File: src/rtl/sar_ctrl_pkg.sv
// Package: shared types for the successive approximation controller.
// Assumes: nothing beyond IEEE 1800-2017 synthesizable types.
package sar_ctrl_pkg;

    // Conversion sequencer states.
    typedef enum logic {
        CONV_IDLE = 1'b0,
        CONV_RUN  = 1'b1
    } conv_state_t;

endpackage

File: src/rtl/sar_bit_ring.sv
// Module: one-hot ring pointer marking the bit under trial.
// Loads the MSB position on load_i and rotates one place toward the LSB on
// every advance_i. last_o flags that the LSB is marked.
// Assumes: load_i and advance_i are never high together.
module sar_bit_ring #(
    parameter int WIDTH = 8
) (
    input  logic             clk,
    input  logic             rst_n,
    input  logic             load_i,
    input  logic             advance_i,
    output logic [WIDTH-1:0] ptr_o,
    output logic             last_o
);

    localparam logic [WIDTH-1:0] MSB_ONLY = {1'b1, {(WIDTH-1){1'b0}}};

    logic [WIDTH-1:0] ptr_q;

    // Pointer register: load the MSB, or rotate toward the LSB.
    always_ff @(posedge clk) begin
        if (!rst_n) begin
            ptr_q <= '0;
        end else if (load_i) begin
            ptr_q <= MSB_ONLY;
        end else if (advance_i) begin
            ptr_q <= {ptr_q[0], ptr_q[WIDTH-1:1]};
        end
    end

    assign ptr_o  = ptr_q;
    assign last_o = ptr_q[0];

    // While stepping, the pointer holds exactly one marked bit.
    AST_PTR_ONEHOT: assert property (@(posedge clk) disable iff (!rst_n)
        advance_i |-> ($countones(ptr_q) == 1));

    // Each non-final step moves the mark one place down.
    AST_PTR_STEP: assert property (@(posedge clk) disable iff (!rst_n)
        (advance_i && !ptr_q[0]) |=> (ptr_q == ($past(ptr_q) >> 1)));

endmodule

File: src/rtl/sar_trial_reg.sv
// Module: trial code register with a per-bit decide-and-advance slice.
// On load_i the code becomes MSB-only. On step_i the bit marked by sel_i
// takes the comparator level and the bit just below it is set as new trial.
// next_o is the value the register takes on the coming edge.
// Assumes: sel_i is one-hot whenever step_i is high.
module sar_trial_reg #(
    parameter int WIDTH = 8
) (
    input  logic             clk,
    input  logic             rst_n,
    input  logic             load_i,
    input  logic             step_i,
    input  logic [WIDTH-1:0] sel_i,
    input  logic             cmp_i,
    output logic [WIDTH-1:0] code_o,
    output logic [WIDTH-1:0] next_o
);

    logic [WIDTH-1:0] code_q;
    logic [WIDTH-1:0] code_d;

    // One slice per bit: load value, decision, or next-trial set.
    for (genvar gi = 0; gi < WIDTH; gi++) begin : g_bit
        logic below_mark;
        if (gi == WIDTH-1) begin : g_top
            assign below_mark = 1'b0;
        end else begin : g_rest
            assign below_mark = sel_i[gi+1];
        end

        // Next value of this bit for the coming edge.
        always_comb begin
            if (load_i) begin
                code_d[gi] = (gi == WIDTH-1);
            end else if (step_i && sel_i[gi]) begin
                code_d[gi] = cmp_i;
            end else if (step_i && below_mark) begin
                code_d[gi] = 1'b1;
            end else begin
                code_d[gi] = code_q[gi];
            end
        end
    end

    // Code register update.
    always_ff @(posedge clk) begin
        if (!rst_n) begin
            code_q <= '0;
        end else begin
            code_q <= code_d;
        end
    end

    assign code_o = code_q;
    assign next_o = code_d;

    // A start loads the MSB-only trial.
    AST_LOAD_MSB: assert property (@(posedge clk) disable iff (!rst_n)
        load_i |=> (code_q == {1'b1, {(WIDTH-1){1'b0}}}));

    // High comparator keeps the marked bit.
    AST_KEEP_BIT: assert property (@(posedge clk) disable iff (!rst_n)
        (step_i && cmp_i) |=> ((code_q & $past(sel_i)) == $past(sel_i)));

    // Low comparator clears the marked bit.
    AST_CLEAR_BIT: assert property (@(posedge clk) disable iff (!rst_n)
        (step_i && !cmp_i) |=> ((code_q & $past(sel_i)) == '0));

    // The bit below the decided one becomes the new trial.
    AST_NEXT_TRIAL: assert property (@(posedge clk) disable iff (!rst_n)
        (step_i && !sel_i[0]) |=> ((code_q & ($past(sel_i) >> 1)) == ($past(sel_i) >> 1)));

endmodule

File: src/rtl/sar_conv_seq.sv
// Module: conversion sequencer (idle / run) with the done pulse.
// Accepts start only in idle, runs until the pointer reports the LSB, then
// returns to idle and pulses done for one cycle.
// Assumes: last_i is valid on the clock the LSB is decided.
module sar_conv_seq
    import sar_ctrl_pkg::*;
(
    input  logic clk,
    input  logic rst_n,
    input  logic start_i,
    input  logic last_i,
    output logic load_o,
    output logic step_o,
    output logic finish_o,
    output logic busy_o,
    output logic done_o
);

    conv_state_t state_q;
    conv_state_t state_d;
    logic        done_q;

    assign load_o   = (state_q == CONV_IDLE) && start_i;
    assign step_o   = (state_q == CONV_RUN);
    assign finish_o = step_o && last_i;

    // Next-state selection.
    always_comb begin
        state_d = state_q;
        unique case (state_q)
            CONV_IDLE: if (start_i) state_d = CONV_RUN;
            CONV_RUN:  if (last_i)  state_d = CONV_IDLE;
            default:   state_d = CONV_IDLE;
        endcase
    end

    // State and done registers.
    always_ff @(posedge clk) begin
        if (!rst_n) begin
            state_q <= CONV_IDLE;
            done_q  <= 1'b0;
        end else begin
            state_q <= state_d;
            done_q  <= finish_o;
        end
    end

    assign busy_o = (state_q == CONV_RUN);
    assign done_o = done_q;

    // Done never lasts more than one cycle.
    AST_DONE_PULSE: assert property (@(posedge clk) disable iff (!rst_n)
        done_q |=> !done_q);

    // Done coincides with busy falling.
    AST_DONE_BUSY_FALL: assert property (@(posedge clk) disable iff (!rst_n)
        done_q |-> (!busy_o && $past(busy_o)));

    // A start while running does not end or restart the run early.
    AST_START_IGNORED: assert property (@(posedge clk) disable iff (!rst_n)
        (busy_o && start_i && !last_i) |=> (busy_o && !done_q));

endmodule

File: src/rtl/sar_conv_ctrl.sv
// Module: successive approximation conversion controller (top).
// Drives an N-bit trial code to an external DAC, decides one bit per clock
// from the comparator level, and presents the final code with a done pulse.
// Assumes: cmp_i settles within one clock of a trial code change.
module sar_conv_ctrl #(
    parameter int WIDTH = 8
) (
    input  logic             clk,
    input  logic             rst_n,
    input  logic             start_i,
    input  logic             cmp_i,
    output logic [WIDTH-1:0] trial_code_o,
    output logic             busy_o,
    output logic             done_o,
    output logic [WIDTH-1:0] result_o
);

    logic             load;
    logic             step;
    logic             finish;
    logic             last;
    logic [WIDTH-1:0] ptr;
    logic [WIDTH-1:0] code_next;
    logic [WIDTH-1:0] result_q;

    sar_conv_seq i_seq (
        .clk      (clk),
        .rst_n    (rst_n),
        .start_i  (start_i),
        .last_i   (last),
        .load_o   (load),
        .step_o   (step),
        .finish_o (finish),
        .busy_o   (busy_o),
        .done_o   (done_o)
    );

    sar_bit_ring #(.WIDTH(WIDTH)) i_ring (
        .clk       (clk),
        .rst_n     (rst_n),
        .load_i    (load),
        .advance_i (step),
        .ptr_o     (ptr),
        .last_o    (last)
    );

    sar_trial_reg #(.WIDTH(WIDTH)) i_trial (
        .clk     (clk),
        .rst_n   (rst_n),
        .load_i  (load),
        .step_i  (step),
        .sel_i   (ptr),
        .cmp_i   (cmp_i),
        .code_o  (trial_code_o),
        .next_o  (code_next)
    );

    // Result register: capture the fully decided code at the LSB decision.
    always_ff @(posedge clk) begin
        if (!rst_n) begin
            result_q <= '0;
        end else if (finish) begin
            result_q <= code_next;
        end
    end

    assign result_o = result_q;

    // The result only changes on the cycle done is shown.
    AST_RESULT_HOLD: assert property (@(posedge clk) disable iff (!rst_n)
        !$stable(result_o) |-> done_o);

    // At done the result matches the trial code left in the register.
    AST_RESULT_MATCH: assert property (@(posedge clk) disable iff (!rst_n)
        done_o |-> (result_o == trial_code_o));

endmodule

File: config.mk
export PLATFORM = sky130hd
export DESIGN_NAME = sar_conv_ctrl
export DESIGN_NICKNAME = d
export VERILOG_FILES = /design/src/rtl/sar_ctrl_pkg.sv /design/src/rtl/sar_bit_ring.sv /design/src/rtl/sar_trial_reg.sv /design/src/rtl/sar_conv_seq.sv /design/src/rtl/sar_conv_ctrl.sv
export SDC_FILE = /design/constraint.sdc
export NUM_CORES = 1
export LEC_CHECK = 0
export ABC_AREA = 1
export BUFFER_PORTS_ARGS = -buffer_cell sky130_fd_sc_hd__buf_2
export CAP_MARGIN = 5
export CORE_MARGIN = 5
export CORE_UTILIZATION = 46
export CTS_CLUSTER_SIZE = 12
export DETAILED_ROUTE_END_ITERATION = 16
export HOLD_SLACK_MARGIN = 0.06
export MAX_ROUTING_LAYER = met4
export PLACE_DENSITY = 0.8
export REMOVE_ABC_BUFFERS = 1
export SLEW_MARGIN = 30
export SYNTH_ARGS = -nofsm -noshare
export SYNTH_HDL_FRONTEND = slang
export SYNTH_SLANG_ARGS = --single-unit
File: constraint.sdc
create_clock -name clk -period 1 [get_ports clk]
set_input_delay 0.1 -clock clk [delete_from_list [all_inputs] [get_ports clk]]
set_output_delay 0.1 -clock clk [all_outputs]
set_load 0.02 [all_outputs]
==> flow_summary.yaml, run 1 <==
clock_network:
  clk_path_buf_depth: 2
  cts_max_level: 1
  cts_tree: "done"
  clock-sinks: 26
  clk_latency_ns: 0.32
  worst_setup_hold_path_clk_slew_ns: 0.14
  cts_made_buffers: 3
  cts-root-buf: "clkbuf_4"
grt:
  grt_max_degree: 15
  met2_usage_pct: 23.14
  gr-usage-all-layers_pct: 14.88
  grtUsageMet1_pct: 18.82
  grt_pass1_wl_microns: 3684
  overflow: 0
  grt_most_used_layer: "met2"
  grt_antenna_before_repair: 0
  grt_pass1_vias: 832
  grtUsageMet3_pct: 3.712
timing:
  tightestPinTransition_ns: 0.1876
  worst_slack_ns: -0.04835
  rsz0062_at_grt: "yes"
  hold_viol: 0
  fin_crit_sh_pct: 104.8
  finalCriticalPeriod_ns: 1.048
  setup_viol: 9
  slew_violations: 0
  finalClockSkew_ns: 0.005450
  slew_headroom_pct: 87.47
  fmaxAchievable_ghz: 0.9539
logic_synthesis:
  syn_inst: 127
  synth_top_area_cell: "dfxtp_1"
  yosysMostFrequentCell: "nand2_1"
  syn_area_sq_um: 962.2
  synth.top_cells.by_area: "dfxtp_1, nand2_1, nor2_1"
  async_reset_ff_share_pct: 0
  ys_types: 13
  synth_edf_count: 0
  ys_ff_latch: 26
  synth_flop_cell: "dfxtp_1"
  syn_area_per_cell_sq_um: 7.576
  yosys-top-cells-count: "nand2_1, dfxtp_1, nor2_1, nand3_1, a21oi_1"
  yosysWarnings: 0
  synth_top_cell_area_share_pct: 54.10
  yosysSeqAreaShare_pct: 54.10
floorplan:
  die-area_sq_um: 3106
  core_sq_um: 1982
  chipWidth_microns: 55.74
  io_pins: 22
  initial_core_util_pct: 48.55
  rows: 16
  die_y_microns: 55.74
setup_path:
  timing.rr.end: "result_o[3]"
  endpoint: "busy_o"
  r2r-start: "i_seq.busy_o"
  crit_fanout: 5
  startpoint: "i_seq.busy_o"
  r2r_cells: 5
  cp.arrival_ns: 0.95
  crit_path_end_kind: "output port"
  worst_setup_path_start_kind: "flop"
  required_ns: 0.90
  r2r_slack_ns: -0.03
  crit_type: "reg2out"
routing:
  drt_iter0_drc: 22
  vias: 923
  viasPerCell: 4.884
  avgRoutedWirePerCell_microns: 12.02
  finalWirelength_microns: 2271
  dr.pass1.iters: 4
  remaining_drc_errors: 0
  drtAntennaViolNets: 0
placed_design:
  dp_hpwl_microns: 1597
  place_congestion: 0.8530
  io_buffer_count: 21
worst_hold_path:
  min_path_type: "in2reg"
cells_and_area:
  drive_gt1_share_pct: 35.80
  antenna_cells: 0
  syn_to_final_growth_pct: 38.23
  nets: 167
  final_util_pct: 67.11
  fillers: 171
power:
  peakVddDrop_mv: 1.139
  pwr-share-clk_pct: 29.5
  p_int_mw: 1.349
  swShare_pct: 23.83
  sequentialPowerShare_pct: 59.9
  p_switching_uw: 422.1
  p_comb_share_pct: 10.6
  p_per_area_nw_per_um2: 1332
  p_leak_nw: 0.6747
  power.total_mw: 1.771
run:
  cap_violations: 0
run_status:
  status: "finished with violations"
  violations: "negative setup slack"
==> metal layers <==
metal / vias to the layer above / part of all wire, %
met1: 419 / 44
met5: - / 0
met2: 32 / 49
li1: 472 / -
met3: 0 / 6.6
met4: 0 / 0
==> area by class of cell <==
cell class / count / area [sq um] / area share (%)
inverter: 6 / 25.02 / 1.881
sequential: 26 / 528.0 / 39.70
tap: 27 / 33.78 / 2.540
multi-input combinational: 93 / 476.7 / 35.84
clock buffer: 4 / 36.28 / 2.728
timing repair buffer: 33 / 230.2 / 17.31
==> cell usage in the layout (no fill, tap or decap), types with 2 or more instances in the layout <==
cell           netlist  final
nand2_1             44     36
nand2_4              0      5
nor2_1              20     16
dlygate4sd3_1        0      2
clkbuf_4             0      3
buf_6                0      4
nand3_1             11     10
buf_2                0     18
nand3b_1             6      6
a21oi_1              7      6
buf_4                1      8
nor2_2               3      6
nand2_2              0      3
inv_1                4      4
dfxtp_2              0      3
dfxtp_1             26     22
==> worst min-delay path by stage <==
| stage | startpoint | to | slack [ns] | depth (start not counted) |
|---|---|---|---|---|
| 2_1_floorplan | rst_n | i_trial.code_o[7] | 0.20 | 2 |
| 3_3_place_gp | rst_n | i_trial.code_o[7] | 0.34 | 3 |
| 3_5_place_dp | start_i | i_seq.busy_o | 0.34 | 2 |
| 4_1_cts | cmp_i | i_trial.code_o[0] | 0.17 | 5 |
| 5_1_grt | cmp_i | result_o[1] | 0.23 | 5 |
| 6_report | cmp_i | result_o[0] | 0.20 | 5 |
==> metrics by stage <==
step	instances	TNS [ns]	worst slack (ns)	area, sq um	hold WS (ns)
2_1_floorplan	125	-5.575	-0.2743	950.9	0.1976
3_3_place_gp	182	-0.1954	-0.03521	1157	0.3410
3_5_place_dp	182	-0.5952	-0.09189	1157	0.3432
4_1_cts	188	-0.09886	-0.02428	1240	0.1690
5_1_grt	189	-1.214	-0.1098	1330	0.2257
6_report	189	-0.1433	-0.04835	1330	0.1951
==> worst max-delay path: stages (launching register included) <==
cell and delay, ns:
dfxtp_4 0.38, buf_6 0.13, buf_6 0.12
==> power by group through the flow <==
stage / clock (mW) / sequential, mW / combinational [mW]
6_report: 0.522 / 1.06 / 0.189
5_1_grt: 0.577 / 1.06 / 0.205
3_5_place_dp: 0 / 1.08 / 0.137
2_1_floorplan: 0 / 1.09 / 0.0615
3_3_place_gp: 0 / 1.08 / 0.134
4_1_cts: 0.531 / 1.06 / 0.156
==> cells by family (layout without fill, tap and decap cells) <==
family | Yosys count | count (layout) | synth area share (%)
buffers and inverters | 8 | 43 | 3.511
flip-flops | 26 | 26 | 54.10
AO/OA/AOI/OAI | 9 | 9 | 5.072
AND/OR/NAND/NOR | 84 | 84 | 37.32
==> registers in the layout (all words and copies together) (netlist names) <==
| register | flops |
|---|---|
| i_ring.ptr_o | 8 |
| result_o | 8 |
| i_seq.busy_o | 1 |
| i_trial.code_o | 8 |
| i_seq.done_o | 1 |
==> what timing repair did <==
item / 4_1_cts / 5_1_grt
hold buffers: 2 / 0
buffers inserted: 0 / 1
pin swaps: 0 / 5
endpoints found under the setup margin: 21 / 28
hold endpoints to repair: 3 / 0
cloned: 0 / 0
gates resized for setup: 9 / 26
Power figures use the tool's default switching activity.
==> run 2, diff against run 1 <==
--- a/config.mk
+++ b/config.mk
@@ -5,16 +5,15 @@
 export SDC_FILE = /design/constraint.sdc
 export NUM_CORES = 1
 export LEC_CHECK = 0
-export ABC_AREA = 1
 export BUFFER_PORTS_ARGS = -buffer_cell sky130_fd_sc_hd__buf_2
 export CAP_MARGIN = 5
 export CORE_MARGIN = 5
-export CORE_UTILIZATION = 46
+export CORE_UTILIZATION = 47
 export CTS_CLUSTER_SIZE = 12
 export DETAILED_ROUTE_END_ITERATION = 16
 export HOLD_SLACK_MARGIN = 0.06
 export MAX_ROUTING_LAYER = met4
-export PLACE_DENSITY = 0.8
+export PLACE_DENSITY = 0.81
 export REMOVE_ABC_BUFFERS = 1
 export SLEW_MARGIN = 30
 export SYNTH_ARGS = -nofsm -noshare
==> run 2 against run 1 <==
Register-to-register slack worse by 0.02 ns. Total power is 4.5% higher. Clock power is 1% higher. Synthesized area is 12% higher. Non-clock buffer count is 1 higher. Sequential share of layout area is 2.1 points lower. Final cell count is 10% lower. Critical path type unchanged. Combinational power is 33% higher. Sequential power hardly changed. Critical path depth stayed put. Global-route usage is 0.54 points lower. The run still ends with negative setup slack left. Flip-flop and latch count stayed put.
==> flow_summary.yaml, run 2 <==
run_status:
  status: "finished with violations"
  violations: "negative setup slack"
timing:
  tightestPinTransition_ns: 0.2812
  worst_slack_ns: -0.05358
  fin_crit_sh_pct: 105.4
  slew_headroom_pct: 80.95
  fmaxAchievable_ghz: 0.9491
  finalCriticalPeriod_ns: 1.054
  hold_viol: 0
  slew_violations: 0
  setup_viol: 10
  finalClockSkew_ns: 0.006492
  rsz0062_at_grt: "yes"
logic_synthesis:
  synth_top_cell_area_share_pct: 48.26
  synth.top_cells.by_area: "dfxtp_1, mux2i_1, a21boi_1"
  async_reset_ff_share_pct: 0
  yosysSeqAreaShare_pct: 48.26
  ys_types: 21
  yosysMostFrequentCell: "dfxtp_1"
  syn_inst: 108
  yosysWarnings: 0
  yosys-top-cells-count: "dfxtp_1, nor2_1, nand2_1"
  ys_ff_latch: 26
  synth_top_area_cell: "dfxtp_1"
  synth_flop_cell: "dfxtp_1"
  synth_edf_count: 0
  syn_area_per_cell_sq_um: 9.986
  syn_area_sq_um: 1079
clock_network:
  cts_tree: "done"
  clk_latency_ns: 0.32
  cts_max_level: 1
  cts-root-buf: "clkbuf_4"
  worst_setup_hold_path_clk_slew_ns: 0.14
  clock-sinks: 26
  clk_path_buf_depth: 2
  cts_made_buffers: 3
floorplan:
  chipWidth_microns: 57.91
  die_y_microns: 57.91
  core_sq_um: 2212
  rows: 17
  initial_core_util_pct: 48.76
  die-area_sq_um: 3353
  io_pins: 22
grt:
  grtUsageMet3_pct: 2.450
  met2_usage_pct: 24.68
  grt_antenna_before_repair: 0
  gr-usage-all-layers_pct: 14.34
  grt_pass1_wl_microns: 3739
  grtUsageMet1_pct: 16.73
  grt_pass1_vias: 848
  grt_max_degree: 15
  grt_most_used_layer: "met2"
  overflow: 0
routing:
  avgRoutedWirePerCell_microns: 16.00
  finalWirelength_microns: 2720
  vias: 942
  drt_iter0_drc: 19
  viasPerCell: 5.541
  dr.pass1.iters: 4
  remaining_drc_errors: 0
  drtAntennaViolNets: 0
setup_path:
  crit_path_end_kind: "output port"
  cp.arrival_ns: 0.95
  crit_fanout: 5
  worst_setup_path_start_kind: "flop"
  required_ns: 0.90
  r2r-start: "i_seq.busy_o"
  startpoint: "i_seq.busy_o"
  crit_type: "reg2out"
placed_design:
  place_congestion: 0.7593
  dp_hpwl_microns: 1571
  io_buffer_count: 21
  place_inst: 158
  place_area_sq_um: 1220
cells_and_area:
  syn_to_final_growth_pct: 33.87
  drive_gt1_share_pct: 45.07
  layoutNonFillerInstCount: 170
  antenna_cells: 0
  nets: 147
  fin_area_sq_um: 1444
  final_cell_mix: "buf_2, dfxtp_1, nor2_1"
  fillers: 186
  mostFrequentLayoutCell: "buf_2"
power:
  peakVddDrop_mv: 0.9391
  power.total_mw: 1.851
  p_leak_nw: 0.6102
  p_per_area_nw_per_um2: 1282
run:
  cap_violations: 0
worst_hold_path:
  min_path_type: "in2reg"
  min_from: "rst_n"
[run 2: cell types whose count changed after synthesis, sizes merged, moves of 7 or more]
cell | before | now
nand3 | 11 | 0
nand2b | 0 | 8
mux2i | 0 | 8
a21boi | 0 | 8
nand2 | 44 | 11
o31ai | 0 | 7
nor2 | 23 | 16
[run 2: report_power, final]
part | internal (mW) | total [mW] | switching, mW
clock network | 0.222 | 0.527 | 0.305
logic | 0.131 | 0.251 | 0.120
registers | 1.05 | 1.07 | 0.0253
total | 1.40 | 1.85 | 0.451
[run 2: path summary, 6_finish.rpt]
kind / depth (start not counted) / endpoint / slack, ns
max: 2 / busy_o / -0.05
min: 3 / i_trial.code_o[3] / 0.09
max reg2reg: 4 / i_ring.ptr_o[4] / -0.05
min reg2reg: 2 / result_o[1] / 0.46
[run 2: layer usage]
metal / part of all wire, % / wire length (microns)
met5: 0 / 0
met4: 0.77 / 21
met3: 3.1 / 84
met2: 54 / 1471
met1: 42 / 1143
[run 2: cell type report]
class,count,area (sq um),area share (%)
sequential,26,543.0,37.61
clock buffer,4,36.28,2.513
timing repair buffer,34,252.7,17.50
multi-input combinational,78,576.8,39.95
tap,28,35.03,2.426
[run 2: worst max-delay path: stages (launching register included)]
cell and delay [ns]:
dfxtp_4 0.39, buf_6 0.12, buf_6 0.12
[run 2: cells by family (layout without fill, tap and decap cells)]
family                 count (synthesis)  after routing  share of synthesized area [%]
and+or+nand+nor                       38             39                          16.59
AOI/OAI and AO/OA                     31             31                          22.51
DFF                                   26             26                          48.26
muxes                                  8              8                          7.425
buffers and inverters                  5             38                          5.220
[run 2: what timing repair did]
item,CTS,global route
resized for setup,11,28
setup buffers,2,5
hold endpoints to repair,1,0
setup endpoints to repair,14,30
pin swaps,0,5
cloned,0,1
[run 2: per-stage QoR]
stage / TNS (ns) / hold WS, ns / util, % / worst slack (ns)
detailed placement: -0.01888 / 0.3827 / 55.15 / -0.01888
global placement: 0 / 0.3806 / 55.15 / 0.03892
floorplan: -11.05 / 0.2265 / - / -0.5072
CTS: -0.2311 / 0.05169 / 58.77 / -0.03644
global route: -0.8299 / 0.07294 / 65.27 / -0.08710
finish: -0.1757 / 0.08582 / 65.27 / -0.05358
==> run 3, diff against run 2 <==
--- a/config.mk
+++ b/config.mk
@@ -8,12 +8,12 @@
 export BUFFER_PORTS_ARGS = -buffer_cell sky130_fd_sc_hd__buf_2
 export CAP_MARGIN = 5
 export CORE_MARGIN = 5
-export CORE_UTILIZATION = 47
+export CORE_UTILIZATION = 33
 export CTS_CLUSTER_SIZE = 12
 export DETAILED_ROUTE_END_ITERATION = 16
 export HOLD_SLACK_MARGIN = 0.06
 export MAX_ROUTING_LAYER = met4
-export PLACE_DENSITY = 0.81
+export PLACE_DENSITY = 0.62
 export REMOVE_ABC_BUFFERS = 1
 export SLEW_MARGIN = 30
 export SYNTH_ARGS = -nofsm -noshare
==> run 3 against run 2 <==
The run still ends with negative setup slack left. First-iteration DRC count rose by 32%. Via count down 1.9%. Register-to-register slack improved by 0.06 ns. Critical path type unchanged. Largest cell class unchanged.
==> flow_summary.yaml, run 3 (same netlist as run 2, synthesis figures left out) <==
grt:
  grt_max_degree: 14
  gr-usage-all-layers_pct: 11.35
  grt_antenna_before_repair: 0
  overflow: 0
  grt_pass1_vias: 855
  grt_pass1_wl_microns: 3815
run_status:
  violations: "negative setup slack"
  status: "finished with violations"
floorplan:
  io_pins: 22
  core_sq_um: 3103
  die_y_microns: 67.17
  die-area_sq_um: 4512
  initial_core_util_pct: 34.76
  rows: 20
  chipWidth_microns: 67.17
routing:
  finalWirelength_microns: 2456
  avgRoutedWirePerCell_microns: 13.20
  vias: 924
  viasPerCell: 4.968
  dr.pass1.iters: 4
  remaining_drc_errors: 0
  drtAntennaViolNets: 0
  drt_iter0_drc: 25
setup_path:
  worst_setup_path_start_kind: "flop"
  cp.arrival_ns: 0.94
  required_ns: 0.90
  slowest_delay_ns: 0.39
  r2r-start: "i_seq.busy_o"
  path_cells: "buf_6 > buf_6"
  timing.rr.end: "result_o[1]"
  r2r_slack_ns: 0.01
  crit_fanout: 5
  critPathMostFrequentCell: "buf_6"
  slowest_stage: "dfxtp_4"
  crit_type: "reg2out"
  r2r_cells: 4
  crit_path_end_kind: "output port"
timing:
  fmaxAchievable_ghz: 0.9580
  setup_viol: 1
  worst_slack_ns: -0.04387
  hold_viol: 0
  rsz0062_at_grt: "yes"
  tightestPinTransition_ns: 0.2750
  finalClockSkew_ns: 0.007573
  fin_crit_sh_pct: 104.4
  slew_headroom_pct: 81.38
  finalCriticalPeriod_ns: 1.044
  slew_violations: 0
worst_hold_path:
  min_from: "rst_n"
  min_path_type: "in2reg"
  min_to: "i_trial.code_o[7]"
  hold_path_depth: 3
placed_design:
  place_area_sq_um: 1235
  io_buffer_count: 21
  place_worst_setup_slack_ns: -0.02786
  place_congestion: 0.7429
  place_inst: 175
  dp_hpwl_microns: 1597
run:
  cap_violations: 0
cells_and_area:
  fillers: 324
  layoutNonFillerInstCount: 186
  mostFrequentLayoutCell: "buf_2"
  multi_input_area_sq_um: 580.6
  fin_area_sq_um: 1441
  antenna_cells: 0
  final_cell_mix: "buf_2, dfxtp_1, nor2_1"
  syn_to_final_growth_pct: 33.64
  drive_gt1_share_pct: 45.07
  nets: 148
  regArea_sq_um: 540.5
clock_network:
  clk_latency_ns: 0.31
  clock-sinks: 26
  cts_max_level: 1
  hold_buffers: 0
  cts-root-buf: "clkbuf_4"
  worst_setup_hold_path_clk_slew_ns: 0.13
  clk_path_buf_depth: 2
  cts_tree: "done"
  cts_made_buffers: 3
power:
  peakVddDrop_mv: 0.4401
  p_leak_nw: 0.5991
  power.total_mw: 1.749
  p_per_area_nw_per_um2: 1213
-- run 3: report_power, final --
part | switching [mW] | leakage, nW | internal (mW) | total [mW]
clock network | 0.292 | 0.0138 | 0.141 | 0.433
logic | 0.119 | 0.370 | 0.125 | 0.244
registers | 0.0225 | 0.216 | 1.05 | 1.07
-- run 3: layout make-up --
class	instances	share of cell area, %
well taps	44	3.819
clock buffers	3	1.563
flip-flops and latches	26	37.50
multi-input cells	78	40.28
repair buffers	35	16.84
-- run 3: worst max-delay path by stage --
| stage | start | to | slack (ns) | cells past startpoint |
|---|---|---|---|---|
| after floorplan | i_seq.busy_o | i_trial.code_o[1] | -0.51 | 3 |
| after global placement | i_seq.busy_o | i_trial.code_o[0] | -0.02 | 3 |
| after detailed placement | i_seq.busy_o | i_trial.code_o[0] | -0.03 | 3 |
| after CTS | i_seq.busy_o | busy_o | -0.05 | 2 |
| after global routing | i_seq.busy_o | busy_o | -0.09 | 2 |
| final | i_seq.busy_o | busy_o | -0.04 | 2 |
-- run 3: what timing repair did --
action | CTS | global route
endpoints found under the setup margin | 22 | 30
pin swaps | 1 | 13
gates resized for setup | 19 | 20
cloned | 1 | 0
setup buffers | 2 | 5
-- run 3: stage by stage --
step           setup TNS (ns)  util, %  hold slack [ns]
2_1_floorplan          -11.05        -           0.2265
3_3_place_gp         -0.02369    39.80           0.3937
3_5_place_dp         -0.08850    39.80           0.3962
4_1_cts               -0.1372    42.86          0.08037
5_1_grt               -0.5535    46.45          0.09030
6_report             -0.04387    46.45          0.09811
-- run 3: layer usage --
metal	GRT usage [%]	share of wire, %	vias to the layer above
met5	-	0	-
met4	5.316	1.3	0
li1	-	-	461
met3	1.165	3.9	4
met1	13.43	45	440
met2	19.26	50	19
-- run 3: critical path: cells and delay by family (launching register included) --
kind     cells  cell delay [ns]
flops        1             0.39
buf+inv      2             0.25
